### src/rtl/ecc_log_pkg.sv
package ecc_log_pkg;

    localparam int ERR_AW  = 32;
    localparam int DATA_W  = 64;
    localparam int SYN_W   = 8;
    localparam int MODE_W  = 2;
    localparam int REG_DW  = 32;
    localparam int HALF_W  = DATA_W / 2;

    // Register byte offsets
    localparam int OFS_OPT      = 'h00;
    localparam int OFS_UE_ADDR  = 'h08;
    localparam int OFS_UE_STAT  = 'h0C;
    localparam int OFS_UE_DLO   = 'h10;
    localparam int OFS_UE_DHI   = 'h14;
    localparam int OFS_CE_ADDR  = 'h18;
    localparam int OFS_CE_STAT  = 'h1C;
    localparam int OFS_CE_DLO   = 'h20;
    localparam int OFS_CE_DHI   = 'h24;
    localparam int OFS_ISTAT    = 'h28;
    localparam int OFS_IACK     = 'h2C;

    // Interrupt status bit positions
    localparam int IS_CE_PEND = 3;
    localparam int IS_CE_REP  = 4;
    localparam int IS_UE_PEND = 5;
    localparam int IS_UE_REP  = 6;

    // Option register field positions
    localparam int OPT_FORCE_BIT = 8;
    localparam int OPT_SYN_LSB   = 16;

    typedef enum int {CLS_CE = 0, CLS_UE = 1} err_class_e;
    localparam int N_CLASS = 2;

    typedef struct packed {
        logic [ERR_AW-1:0] addr;
        logic [SYN_W-1:0]  syn;
        logic [DATA_W-1:0] data;
    } err_capture_t;

    function automatic logic mode_enabled(input logic [MODE_W-1:0] m);
        return m[0];
    endfunction

    function automatic logic [REG_DW-1:0] stat_word(input logic [SYN_W-1:0] s);
        return REG_DW'({s, 8'h00});
    endfunction

endpackage

### src/rtl/ecc_log_capture.sv
module ecc_log_capture
    import ecc_log_pkg::*;
#(
    parameter int PEND_BIT = IS_CE_PEND,
    parameter int REP_BIT  = IS_CE_REP
) (
    input  logic              clk,
    input  logic              rst,
    input  logic              evt,
    input  logic              en,
    input  logic              ack_wr,
    input  logic [REG_DW-1:0] ack_mask,
    input  err_capture_t      evt_in,
    output err_capture_t      cap,
    output logic              pend,
    output logic              rep
);

    logic hit;
    assign hit = evt && en;

    always_ff @(posedge clk) begin
        if (rst) begin
            cap  <= '0;
            pend <= 1'b0;
            rep  <= 1'b0;
        end else begin
            if (hit && !pend)
                cap <= evt_in;
            // a new event outranks an acknowledge of the same flag
            if (hit)
                pend <= 1'b1;
            else if (ack_wr && ack_mask[PEND_BIT])
                pend <= 1'b0;
            if (hit && pend)
                rep <= 1'b1;
            else if (ack_wr && ack_mask[REP_BIT])
                rep <= 1'b0;
        end
    end

endmodule

### src/rtl/ecc_log_inject.sv
module ecc_log_inject
    import ecc_log_pkg::*;
(
    input  logic              clk,
    input  logic              rst,
    input  logic              opt_wr,
    input  logic [REG_DW-1:0] opt_wdata,
    input  logic              wr_strobe,
    input  logic [SYN_W-1:0]  chk_in,
    output logic [SYN_W-1:0]  chk_out,
    output logic [MODE_W-1:0] mode,
    output logic              force_on,
    output logic [SYN_W-1:0]  pattern,
    output logic              ecc_on
);

    logic arm;

    assign ecc_on  = mode_enabled(mode);
    assign arm     = ecc_on && force_on;
    assign chk_out = arm ? (chk_in ^ pattern) : chk_in;

    always_ff @(posedge clk) begin
        if (rst) begin
            mode     <= '0;
            force_on <= 1'b0;
            pattern  <= '0;
        end else if (opt_wr) begin
            mode     <= opt_wdata[MODE_W-1:0];
            force_on <= opt_wdata[OPT_FORCE_BIT];
            pattern  <= opt_wdata[OPT_SYN_LSB +: SYN_W];
        end else if (wr_strobe && arm) begin
            force_on <= 1'b0;
        end
    end

endmodule

### src/rtl/ecc_err_log.sv
module ecc_err_log
    import ecc_log_pkg::*;
#(
    parameter int REG_AW = 8
) (
    input  logic              clk,
    input  logic              rst,
    input  logic              reg_wr,
    input  logic [REG_AW-1:0] reg_addr,
    input  logic [REG_DW-1:0] reg_wdata,
    output logic [REG_DW-1:0] reg_rdata,
    input  logic              ce_valid,
    input  logic              ue_valid,
    input  logic [ERR_AW-1:0] evt_addr,
    input  logic [SYN_W-1:0]  evt_syndrome,
    input  logic [DATA_W-1:0] evt_data,
    input  logic              wr_strobe,
    input  logic [SYN_W-1:0]  wr_check_in,
    output logic [SYN_W-1:0]  wr_check_out,
    output logic              irq
);

    logic              opt_wr, ack_wr, ecc_on, opt_force;
    logic [MODE_W-1:0] opt_mode;
    logic [SYN_W-1:0]  opt_syn;
    err_capture_t      evt_pack;
    err_capture_t      cap_v  [N_CLASS];
    logic [N_CLASS-1:0] pend_v, rep_v, evt_v;
    logic              ce_pend, ce_rep, ue_pend, ue_rep;

    assign opt_wr   = reg_wr && (reg_addr == REG_AW'(OFS_OPT));
    assign ack_wr   = reg_wr && (reg_addr == REG_AW'(OFS_IACK));
    assign evt_pack = '{addr: evt_addr, syn: evt_syndrome, data: evt_data};
    assign evt_v[CLS_CE] = ce_valid;
    assign evt_v[CLS_UE] = ue_valid;

    ecc_log_inject u_inj (
        .clk       (clk),
        .rst       (rst),
        .opt_wr    (opt_wr),
        .opt_wdata (reg_wdata),
        .wr_strobe (wr_strobe),
        .chk_in    (wr_check_in),
        .chk_out   (wr_check_out),
        .mode      (opt_mode),
        .force_on  (opt_force),
        .pattern   (opt_syn),
        .ecc_on    (ecc_on)
    );

    for (genvar c = 0; c < N_CLASS; c++) begin : g_cls
        localparam int PB = (c == CLS_CE) ? IS_CE_PEND : IS_UE_PEND;
        localparam int RB = (c == CLS_CE) ? IS_CE_REP  : IS_UE_REP;
        ecc_log_capture #(.PEND_BIT(PB), .REP_BIT(RB)) u_cap (
            .clk      (clk),
            .rst      (rst),
            .evt      (evt_v[c]),
            .en       (ecc_on),
            .ack_wr   (ack_wr),
            .ack_mask (reg_wdata),
            .evt_in   (evt_pack),
            .cap      (cap_v[c]),
            .pend     (pend_v[c]),
            .rep      (rep_v[c])
        );
    end

    assign ce_pend = pend_v[CLS_CE];
    assign ce_rep  = rep_v[CLS_CE];
    assign ue_pend = pend_v[CLS_UE];
    assign ue_rep  = rep_v[CLS_UE];
    assign irq     = |{pend_v, rep_v};

    always_comb begin
        reg_rdata = '0;
        case (reg_addr)
            REG_AW'(OFS_OPT):     reg_rdata = REG_DW'({opt_syn, 7'b0, opt_force, 6'b0, opt_mode});
            REG_AW'(OFS_UE_ADDR): reg_rdata = REG_DW'(cap_v[CLS_UE].addr);
            REG_AW'(OFS_UE_STAT): reg_rdata = stat_word(cap_v[CLS_UE].syn);
            REG_AW'(OFS_UE_DLO):  reg_rdata = REG_DW'(cap_v[CLS_UE].data[HALF_W-1:0]);
            REG_AW'(OFS_UE_DHI):  reg_rdata = REG_DW'(cap_v[CLS_UE].data[DATA_W-1:HALF_W]);
            REG_AW'(OFS_CE_ADDR): reg_rdata = REG_DW'(cap_v[CLS_CE].addr);
            REG_AW'(OFS_CE_STAT): reg_rdata = stat_word(cap_v[CLS_CE].syn);
            REG_AW'(OFS_CE_DLO):  reg_rdata = REG_DW'(cap_v[CLS_CE].data[HALF_W-1:0]);
            REG_AW'(OFS_CE_DHI):  reg_rdata = REG_DW'(cap_v[CLS_CE].data[DATA_W-1:HALF_W]);
            REG_AW'(OFS_ISTAT): begin
                reg_rdata[IS_CE_PEND] = ce_pend;
                reg_rdata[IS_CE_REP]  = ce_rep;
                reg_rdata[IS_UE_PEND] = ue_pend;
                reg_rdata[IS_UE_REP]  = ue_rep;
            end
            default: reg_rdata = '0;
        endcase
    end

endmodule

### config.mk
export PLATFORM = sky130hd
export DESIGN_NAME = ecc_err_log
export DESIGN_NICKNAME = d
export VERILOG_FILES = /design/src/rtl/ecc_log_pkg.sv /design/src/rtl/ecc_log_capture.sv /design/src/rtl/ecc_log_inject.sv /design/src/rtl/ecc_err_log.sv
export SDC_FILE = /design/constraint.sdc
export NUM_CORES = 1
export LEC_CHECK = 0
export ABC_AREA = 1
export BUFFER_PORTS_ARGS = -buffer_cell sky130_fd_sc_hd__buf_4
export CAP_MARGIN = 5
export CORE_MARGIN = 3
export CORE_UTILIZATION = 59
export DETAILED_ROUTE_END_ITERATION = 10
export PLACE_DENSITY = 0.85
export SLEW_MARGIN = 5
export SYNTH_ARGS = -nofsm -noshare
export SYNTH_HDL_FRONTEND = slang
export SYNTH_SLANG_ARGS = --single-unit
### constraint.sdc
create_clock -name clk -period 2.4 [get_ports clk]
set_input_delay 0.24 -clock clk [delete_from_list [all_inputs] [get_ports clk]]
set_output_delay 0.24 -clock clk [all_outputs]
set_load 0.03 [all_outputs]
==> results.md, run 1 <==
- Worst VDD drop: 0.501 mV
- Fmax achieved: 469 MHz
- Leak pwr: 6.20 nW
- Max Root-Sink Buffers: 3
- Largest net degree at the start of global routing: 116
- Clk_skew: 0.00487 ns
- Synth top area share: 45.4%
- Syn nets: 1633
- PortBufs: 181
- RD Place Congestion: 0.869
- Synthesized area: 9840 sq um
- Final WL: 31.8 mm
- Worst-Skew Late Latency: 0.50 ns
- Combinational share of power: 7.0%
- Internal Pwr Total: 6.04 mW
- Worst-margin pin slew: 1.22 ns
- DRC: 0
- Max-cap violations: 0
- Number of cells on the critical path: 6
- DRT iter0 DRCs: 1188
- Root Driver: clkbuf_16
- Reg clk slew, reported paths: 0.06 ns
- Most common cell after layout, fill and taps aside: nor2_1
- Critical path launch point type: flip-flop
- Highest-count cells in the layout ignoring fill and taps: nor2_1, nand2_1, dfxtp_1
- Syn. warnings: 0
- Status: finished with violations
- Final hold vios: 1
- Core Rows: 46
- Cell family with most CP delay: buffers and inverters
- Switching power share of the total: 21.9%
- Crit path capture type: primary output
- Vias in the first global route: 10.1k
- Setup bufs post-CTS: 0
- CP max stage cell: dfxtp_1
- Initial Util: 61.1%
- Detail Route Antenna Nets: 0
- Initial DRT Pass Iterations: 6
- Initial antenna violation count: 2
- Tot GR Track Use: 34.0%
- Power Density: 596 nW/um^2
- Post-layout minimum cycle time: 2.13 ns
- DP HPWL: 18.6 mm
- Critical Path RT: 2.16 ns
- Switch Pwr: 1.69 mW
- CTS tree: done
- RSZ-0062 raised after global routing: no
- CORE AREA: 16100 sq um
- Avg Cell Area, Syn: 6.67 sq um
- Crit path max fanout: 5
- Synth-to-Final Area Change: 31.9%
- Clock power frac: 45.0%
- Setup ws final: 0.266 ns
- Via count: 10.7k
- Sequential share of power: 48.0%
- Setup CP Type: flip-flop to primary output
- Die height: 135 um
- CP arrival: 1.89 ns
- Pre-CTS setup slack: 0.390 ns
- R2R depth: 6
- Sequential element share of the synthesized area: 45.4%
- Post-layout nets: 1871
- Period utilisation layout: 88.9%
- Worst hold path depth: 3
- Grt total ovfl: 0
- Hold_ws: -0.00448 ns
- TNS Setup: 0 ns
- Vias per cell: 5.49
- Crit path largest cell delay: 0.49 ns
- # clock sinks: 223
- Area contributors post-synth: dfxtp_1, nor2_1, nand2_1, o21ai_0, nand3_1
- Hold crit path type: primary input to flip-flop
- Area leader, netlist: dfxtp_1
- Synth Instances: 1475
- Die area: 18300 sq um
- Die Wd: 135 um
- Pins over their slew limit: 0
- First-pass GRT wire length: 50.2 mm
- Post-synthesis register bit count: 223
- Io pins: 199
- Worst-path cell chain: buf_4 -> nand2_1 -> inv_1 -> nand2_1 -> xnor2_1 -> buf_4
- Layout cell share with drive strength beyond 1: 15.9%
- TritonCTS Buffers: 23
- Slew headroom: 18.8%
- Synth cell types: 24
- Violated checks: hold timing
- Worst path bufs/invs: 3
- DR WL/cell: 16.3 um
- H-tree depth: 1
- # setup viols final: 0
flip-flops by register name (all words and copies together), names as in the netlist:
register,flops
g_cls.u_cap.cap,208
u_inj.pattern,8
g_cls.u_cap.pend,2
g_cls.u_cap.rep,2
u_inj.mode,2
u_inj.force_on,1
metrics by stage:
stage	utilization [%]	instance area [sq um]	instances	hold WS (ns)	total power, mW
floorplan	-	9840	1475	0.309	3.91
global route	80.5	13000	1942	0.00286	7.90
detailed placement	69.9	11300	1807	0.440	4.19
global placement	69.9	11300	1807	0.432	4.19
finish	80.5	13000	1943	-0.00448	7.73
CTS	80.5	13000	1941	0.0000745	7.71
routing by layer:
layer  wire (um)  vias up  GRT usage (%)  share of wire [%]
met4        1590        2           16.0                5.0
met2       14600      603           54.9                 46
met5          13        -              0              0.041
li1            -     5132              -                  -
met3        2830      132           5.16                8.9
met1       12700     4791           44.9                 40
worst register-to-register path: cells and delay by family (launching register included):
kind	cells	cell delay, ns
buf+inv	2	1.24
flops	1	0.40
simple gates	4	0.35
synthesized netlist by cell type:
cell and instances:
clkbuf_1 43, nand2_4 1, nand3_2 3, nor2_2 5
xnor2_1 4, inv_1 44, buf_4 6, a21oi_1 38
nor2_1 479, nor2_8 1, xor2_1 4, nand3_4 1
o21ai_1 19, nand2_1 279, nor2_4 7, buf_6 5
inv_2 11, nand3_1 58, o21ai_0 204, or4_1 1
dfxtp_1 223, buf_1 2, nand2_2 4, buf_2 33
power by group through the flow:
| stage | Combinational (mW) | Clock [mW] | Sequential (mW) |
|---|---|---|---|
| after floorplan | 0.124 | 0 | 3.79 |
| after global placement | 0.395 | 0 | 3.79 |
| after detailed placement | 0.395 | 0 | 3.79 |
| after CTS | 0.525 | 3.47 | 3.71 |
| after global routing | 0.576 | 3.62 | 3.71 |
| final | 0.545 | 3.48 | 3.71 |
final cells by class:
| cell class | count | area [sq um] |
|---|---|---|
| Multi-Input combinational cell | 1108 | 4740 |
| Sequential cell | 223 | 4460 |
| Fill cell | 1099 | 3140 |
| Timing Repair Buffer | 302 | 2560 |
| Clock buffer | 31 | 666 |
| Tap cell | 216 | 270 |
| Inverter | 55 | 213 |
| Clock inverter | 6 | 60.1 |
| Antenna cell | 2 | 5.00 |
repair_timing:
action | CTS | global route
resized for setup | 0 | 0
hold endpoints to repair | 153 | 0
hold buffers | 97 | 0
cells by family after synthesis:
| group | synth area share [%] |
|---|---|
| and+or+nand+nor | 34.1 |
| AOI/OAI and AO/OA | 13.3 |
| DFF | 45.4 |
| buffers and inverters | 6.52 |
| xor gates and xnor gates | 0.712 |
path summary, 6_finish.rpt:
check,start,endpoint,slack [ns]
setup / recovery,u_inj.mode[0],wr_check_out[0],0.27
hold / removal,evt_addr[21],g_cls[1].u_cap.cap[93],-0.004
setup reg to reg,u_inj.mode[0],g_cls[1].u_cap.cap[58],0.35
hold reg to reg,g_cls[0].u_cap.cap[38],g_cls[0].u_cap.cap[38],0.45
Power figures use the tool's default switching activity.
==> run 2: changes to the inputs <==
Settings changed: GPL_TIMING_DRIVEN set to 0, SETUP_SLACK_MARGIN set to 0.05.
==> results.md, run 2 (synthesis gave the netlist of run 1 again) <==
- Setup ws final: 0.256 ns (-0.0107 ns)
- Max reg flops: 208 (unchanged)
- Die area: 18300 sq um (unchanged)
- Grt total ovfl: 0 (unchanged)
- H-tree depth: 1 (unchanged)
- Clk_skew: 0.00953 ns (+0.00466 ns)
- R2R depth: 7 (+1)
- Setup CP Type: primary input to primary output
- Ant. Diodes: 0 (-2)
- Initial DRT Pass Iterations: 7 (+1)
- Max-cap violations: 0 (unchanged)
- Die height: 135 um (unchanged)
- Reg clk slew, reported paths: 0.07 ns (about the same)
- Hold buffers post-CTS: 102 (+5.2%)
- Detail Route Antenna Nets: 0 (unchanged)
- Die Wd: 135 um (unchanged)
- Slew headroom: 50.7% (+32 points)
- RD Place Congestion: 0.941 (+8.3%)
- Power Density: 584 nW/um^2 (-2.0%)
- Worst-margin pin slew: 0.737 ns (-0.481 ns)
- Synth-to-Final Area Change: 34.1%
- Leak pwr: 6.34 nW (+2.1%)
- Worst VDD drop: 0.804 mV (+60%)
- CTS tree: done
- Min-delay src: reg_wdata[6]
- CP arrival: 1.90 ns (about the same)
- Setup bufs post-CTS: 0 (unchanged)
- PortBufs: 181 (unchanged)
- DRT iter0 DRCs: 1335 (+12%)
- Crit path max fanout: 7 (+2)
- Status: finished, final reports clean
- First-pass GRT wire length: 57.9 mm (+15%)
- Post-layout minimum cycle time: 2.14 ns (+0.0107 ns)
- Post-layout nets: 1941 (+3.7%)
- Most common cell after layout, fill and taps aside: nor2_1
- Period utilisation layout: 89.4% (+0.45 points)
- Final WL: 38.1 mm (+20%)
- Fmax achieved: 466 MHz (-0.50%)
- Hold_ws: 0.00361 ns (+0.00809 ns)
- Tot GR Track Use: 40.5% (+6.6 points)
- # clock sinks: 223 (unchanged)
- Reg2reg start: u_inj.mode[0]
- Pins over their slew limit: 0 (unchanged)
- Root Driver: clkbuf_16
- Crit path launch: reg_addr[1]
- Worst-Skew Late Latency: 0.51 ns (about the same)
- Via count: 11.7k (+9.4%)
- Pre-CTS setup slack: 0.405 ns (+0.0153 ns)
- Worst hold path depth: 4 (+1)
- Resized cells post-CTS: 0 (unchanged)
- Critical Path RT: 2.16 ns (about the same)
- TritonCTS Buffers: 23 (unchanged)
- Highest-count cells in the layout ignoring fill and taps: nor2_1, nand2_1, dfxtp_1
- Layout cell share with drive strength beyond 1: 16.3% (+0.34 points)
- DRC: 0 (unchanged)
- DP HPWL: 25.1 mm (+35%)
- # setup viols final: 0 (unchanged)
- Post-layout util: 81.9% (+1.4 points)
- CORE AREA: 16100 sq um (unchanged)
- Overall Power: 7.70 mW (-0.37%)
- Crit path capture type: primary output
- DR WL/cell: 18.9 um (+16%)
- Initial Util: 61.1% (unchanged)
- Vias per cell: 5.79 (+5.5%)
- TNS Setup: 0 ns (unchanged)
- RSZ-0062 raised after global routing: no
- Initial antenna violation count: 0 (-2)
- Vias in the first global route: 11.1k (+9.9%)
- Largest registers: g_cls.u_cap.cap x208, u_inj.pattern x8
- Final hold vios: 0 (-1)
- Critical path launch point type: primary input
- Hold crit path type: primary input to flip-flop
- Biggest register: g_cls.u_cap.cap
- Io pins: 199 (unchanged)
- Max Root-Sink Buffers: 3 (unchanged)
- Core Rows: 46 (unchanged)
- Largest net degree at the start of global routing: 14 (-88%)
run 2: routing by layer:
metal / global-route usage (%) / part of all wire, % / vias up
li1: - / - / 5275
met1: 51.9 / 37 / 5291
met2: 65.0 / 45 / 918
met3: 8.77 / 13 / 182
met4: 20.2 / 5.8 / 0
met5: 0 / 0 / -
run 2: per-stage QoR:
stage / instance area, sq um / std cells
after global routing: 13200 / 2015
after CTS: 13200 / 2015
after detailed placement: 11500 / 1872
after floorplan: 9840 / 1475
final: 13200 / 2015
after global placement: 11500 / 1872
run 2: worst paths after layout:
path         slack [ns]                endpoint
max reg2reg        0.53  g_cls[0].u_cap.cap[13]
min reg2reg        0.46  g_cls[1].u_cap.cap[98]
max                0.26            reg_rdata[9]
min               0.004      g_cls[1].u_cap.rep
run 2: worst max-delay path, stage by stage:
cell	delay [ns]
buf_4	0.12
nor2_2	0.21
nand3_1	0.17
nor2_1	0.60
nand2_1	0.14
nand2_1	0.10
nor2_1	0.06
nand2_1	0.08
buf_4	0.17
run 2: layout make-up:
cell class,instances,area (sq um)
plain buffers,89,435
clock buffers,34,667
clock inverters,7,35.0
fillers,1108,2920
inverters,55,206
multi-input cells,1108,4730
flip-flops and latches,223,4460
well taps,216,270
repair buffers,283,2380
run 2: report_power, final:
| group | switching (mW) | internal (mW) | total, mW |
|---|---|---|---|
| Sequential | 0.00287 | 3.71 | 3.71 |
| Combinational | 0.275 | 0.302 | 0.577 |
| Clock | 1.50 | 1.92 | 3.42 |
